<file path="config.mk">
export PLATFORM = sky130hd
export DESIGN_NAME = muller_scan_cell
export DESIGN_NICKNAME = d
export VERILOG_FILES = /design/src/rtl/mscan_pkg.sv /design/src/rtl/mscan_ctrl.sv /design/src/rtl/mscan_store.sv /design/src/rtl/muller_scan_cell.sv
export SDC_FILE = /design/constraint.sdc
export NUM_CORES = 1
export LEC_CHECK = 0
export ABC_AREA = 1
export BUFFER_PORTS_ARGS = -buffer_cell sky130_fd_sc_hd__clkbuf_2
export CORE_AREA = 5 5 42 44
export CTS_CLUSTER_SIZE = 40
export DETAILED_ROUTE_END_ITERATION = 16
export DIE_AREA = 0 0 47 49
export HOLD_SLACK_MARGIN = 0.03
export PLACE_DENSITY = 0.36
export SLEW_MARGIN = 30
export SYNTH_ARGS = -nofsm -noshare
export SYNTH_HDL_FRONTEND = slang
export SYNTH_SLANG_ARGS = --single-unit
export TNS_END_PERCENT = 10
</file>
<file path="constraint.sdc">
create_clock -name clk -period 1.3 [get_ports clk]
set_input_delay 0.325 -clock clk [delete_from_list [all_inputs] [get_ports clk]]
set_output_delay 0.325 -clock clk [all_outputs]
set_load 0.01 [all_outputs]
</file>
<file path="src/rtl/mscan_pkg.sv">
package mscan_pkg;

    typedef enum logic [1:0] {
        PH_FUNC    = 2'd0,
        PH_ARMED   = 2'd1,
        PH_SAMPLE  = 2'd2,
        PH_LOCKOUT = 2'd3
    } mscan_phase_e;

    // Muller rule: rise when both high, fall when both low, else hold.
    function automatic logic c_rule(input logic x, input logic y, input logic held);
        return (x & y) | (held & (x | y));
    endfunction

endpackage

</file>
<file path="src/rtl/mscan_ctrl.sv">
module mscan_ctrl
    import mscan_pkg::*;
(
    input  logic         clk,
    input  logic         rst,
    input  logic         shift_en,
    input  logic         shift_clk,
    output mscan_phase_e phase_q,
    output logic         capture_en,
    output logic         commit_en
);

    mscan_phase_e phase_d;

    always_ff @(posedge clk) begin
        if (rst) begin
            phase_q <= PH_FUNC;
        end else begin
            phase_q <= phase_d;
        end
    end

    always_comb begin
        phase_d = phase_q;
        if (!shift_en) begin
            phase_d = PH_FUNC;
        end else begin
            unique case (phase_q)
                PH_FUNC:    phase_d = shift_clk ? PH_LOCKOUT : PH_ARMED;
                PH_ARMED:   phase_d = shift_clk ? PH_SAMPLE  : PH_ARMED;
                PH_SAMPLE:  phase_d = shift_clk ? PH_SAMPLE  : PH_ARMED;
                PH_LOCKOUT: phase_d = shift_clk ? PH_LOCKOUT : PH_ARMED;
                default:    phase_d = PH_FUNC;
            endcase
        end
    end

    always_comb begin
        capture_en = 1'b0;
        commit_en  = 1'b0;
        if (shift_en) begin
            unique case (phase_q)
                PH_ARMED:   capture_en = shift_clk;
                PH_SAMPLE: begin
                    capture_en = shift_clk;
                    commit_en  = !shift_clk;
                end
                PH_FUNC:    capture_en = 1'b0;
                PH_LOCKOUT: capture_en = 1'b0;
                default:    capture_en = 1'b0;
            endcase
        end
    end

endmodule

</file>
<file path="src/rtl/mscan_store.sv">
module mscan_store
    import mscan_pkg::*;
(
    input  logic clk,
    input  logic rst,
    input  logic in_a,
    input  logic in_b,
    input  logic shift_en,
    input  logic shift_in,
    input  logic capture_en,
    input  logic commit_en,
    output logic state_q
);

    logic master_q;

    always_ff @(posedge clk) begin
        if (rst) begin
            master_q <= 1'b0;
        end else if (capture_en) begin
            master_q <= shift_in;
        end
    end

    always_ff @(posedge clk) begin
        if (rst) begin
            state_q <= 1'b0;
        end else if (!shift_en) begin
            state_q <= c_rule(in_a, in_b, state_q);
        end else if (commit_en) begin
            state_q <= ~master_q;
        end
    end

endmodule

</file>
<file path="src/rtl/muller_scan_cell.sv">
module muller_scan_cell
    import mscan_pkg::*;
(
    input  logic clk,
    input  logic rst,
    input  logic in_a,
    input  logic in_b,
    input  logic shift_en,
    input  logic shift_clk,
    input  logic shift_in,
    output logic shift_out,
    output logic c_out
);

    mscan_phase_e phase_w;
    logic         capture_w;
    logic         commit_w;
    logic         state_w;

    mscan_ctrl u_ctrl (
        .clk        (clk),
        .rst        (rst),
        .shift_en   (shift_en),
        .shift_clk  (shift_clk),
        .phase_q    (phase_w),
        .capture_en (capture_w),
        .commit_en  (commit_w)
    );

    mscan_store u_store (
        .clk        (clk),
        .rst        (rst),
        .in_a       (in_a),
        .in_b       (in_b),
        .shift_en   (shift_en),
        .shift_in   (shift_in),
        .capture_en (capture_w),
        .commit_en  (commit_w),
        .state_q    (state_w)
    );

    assign shift_out = state_w;
    assign c_out     = state_w;

endmodule

</file>
==> results.toml <==
[power]
p_sw_frac = 0.2438
power_density_nw_per_um2 = 1181
ir_drop_mv = 0.3451
power_switching_w = 0.00008071
seq_power_share = 0.400
power.internal_w = 0.0002504
clockPowerShare = 0.477
comb_power_share = 0.123
leakage_nw = 0.1451

[routing]
drc = 0
drtIter0Drc = 10
viasPerCell = 3.696
first_pass_iters = 4
wl_per_cell_um = 8.500
wirelength_um = 476
ant_nets = 0
vias = 207

[final_layout]
drive_gt1_frac = 0.3250
finalNonFillerCells = 56
seqCellArea_um2 = 80.08
nets = 50
fillers = 171
diodes = 0
synthToLayoutAreaGrowth_pct = 36.59
multi_input_area_um2 = 95.09

[logic_synthesis]
synthesis.nets = 38
ys_ff_latch = 4
synthCells = 30
synthTopCellsByArea = "dfxtp_1, nand2_1, inv_1, nor2_1, ha_1"
yosys_warnings = 0
synth_area_per_cell_um2 = 6.840
synth_cell_types = 14
synth_top_area_cell = "dfxtp_1"
syn_area_um2 = 205.2
yosysSeqAreaShare = 0.3902
yosys.area.top_type_share = 0.3902

[placed_design]
dp_hpwl_um = 385.8
place_inst = 53
gp_congestion = 0.5923
io_buffers = 8
place_ws_ns = 0.3186

[critical_path]
critPathMaxStageDelay_ns = 0.37
slowest_stage = "dfxtp_1"
rrSetupSlack_ns = 0.32
crit_buf_inv = 1
start_kind = "register"
crit_family = "flip-flops"
cp-end-kind = "output port"
worstPathMaxFanout = 4
crit_chain = "clkbuf_2"
cp.arrival_ns = 0.75
path_class = "reg2out"
crit_required_ns = 0.98

[clocking]
clock_sinks = 4
htreeDepth = 1
cts_tree = "done"
ctsResizeCount = 0
hold_buffers = 0
clk_latency_ns = 0.24
cts_setup_buffers = 0
cts-root-buf = "clkbuf_4"
numCtsBuffers = 3
cts_buffer_depth = 2
path_clk_slew_ns = 0.04

[sta]
relSlewSlack = 0.8848
slew_viol_final = 0
finalCritPeriodShare = 0.8303
finalSetupViolCount = 0
setup_tns_ns = 0
fin_crit_ns = 1.079
rsz0062_at_grt = "false"
worstMarginPinSlew_ns = 0.1718
hold_viol = 0
setup_ws_ns = 0.2206
max_freq_mhz = 926.4
fin_worst_skew_ns = 0.002840

[global_routing]
grt_util_all_layers = 0.05282
grt_pass1_wl_um = 800
grt_pass1_vias = 190
grt_max_degree = 6
antenna_found_initial = 0
globalRoute.totalOverflow = 0

[die]
pin_count = 9
die_y_um = 49
start_util = 0.1464
die-area_um2 = 2303
die_w_um = 47
core_um2 = 1401
rows = 14

[flow_run]
cap_violations = 0

[status]
status = "finished, final reports clean"

[min_path]
min_path_type = "in2reg"
==> metrics by stage <==
step	area, um^2	power, W	util	hold slack [ns]
4_1_cts	280.3	0.0003411	0.2000	0.3145
3_5_place_dp	257.7	0.0001760	0.1839	0.4754
2_1_floorplan	205.2	0.0001571	-	0.3941
6_report	280.3	0.0003311	0.2000	0.3131
3_3_place_gp	257.7	0.0001768	0.1839	0.4724
5_1_grt	280.3	0.0003511	0.2000	0.3212
==> path summary, 6_finish.rpt <==
check / to / depth (start not counted) / startpoint
worst max-delay path: shift_out / 1 / u_store.state_q
worst min register to register: u_store.master_q / 2 / u_store.master_q
worst max register to register: u_store.master_q / 6 / u_ctrl.phase_q[0]
worst min-delay path: u_store.master_q / 2 / rst
==> layout make-up <==
cell class / count / area share
timing repair buffer: 8 / 0.1429
inverter: 6 / 0.08036
tap: 16 / 0.07143
clock buffer: 3 / 0.08036
sequential: 4 / 0.2857
multi-input combinational: 19 / 0.3393
==> registers in the layout (all words and copies together), names as in the netlist <==
register	flops
u_store.state_q	1
u_store.master_q	1
u_ctrl.phase_q	2
==> power groups by stage <==
| stage | logic, W | registers (W) | clock network (W) |
|---|---|---|---|
| after floorplan | 0.0000226 | 0.000135 | 0 |
| after global placement | 0.0000424 | 0.000134 | 0 |
| after detailed placement | 0.0000416 | 0.000134 | 0 |
| after CTS | 0.0000417 | 0.000132 | 0.000167 |
| after global routing | 0.0000489 | 0.000133 | 0.000169 |
| final | 0.0000406 | 0.000132 | 0.000158 |
==> layout by cell type (no fill, tap or decap), drive strengths merged <==
master / n
clkbuf: 11
nand2: 6
inv: 6
nor2: 5
dfxtp: 4
a21oi: 2
a211oi: 1
o21ai: 1
nor3: 1
nand3: 1
nand4: 1
ha: 1
==> metal layers <==
metal  vias to the layer above  global-route usage  wire length, um
li1                        114                   -                -
met1                        90             0.06374              214
met2                         3             0.05430              236
met3                         0             0.01476               25
met4                         0             0.08295                0
met5                         -                   0                0
==> cell families after synthesis <==
group	count (synthesis)	synth area share
AOI/OAI and AO/OA	4	0.1097
adders and majority gates	1	0.06097
buffers and inverters	7	0.1463
DFF	4	0.3903
and+or+nand+nor	14	0.2926
==> Yosys cell counts <==
cell type and instances:
a211oi_1 1, nand2_1 6, buf_4 1, nor2_2 1
a21oi_1 2, dfxtp_1 4, inv_2 1, o21ai_0 1
nor2_1 4, nand3_1 1, nand4_1 1, ha_1 1
nor3_1 1, inv_1 5
Note: power is estimated with default switching activity, not from simulation.
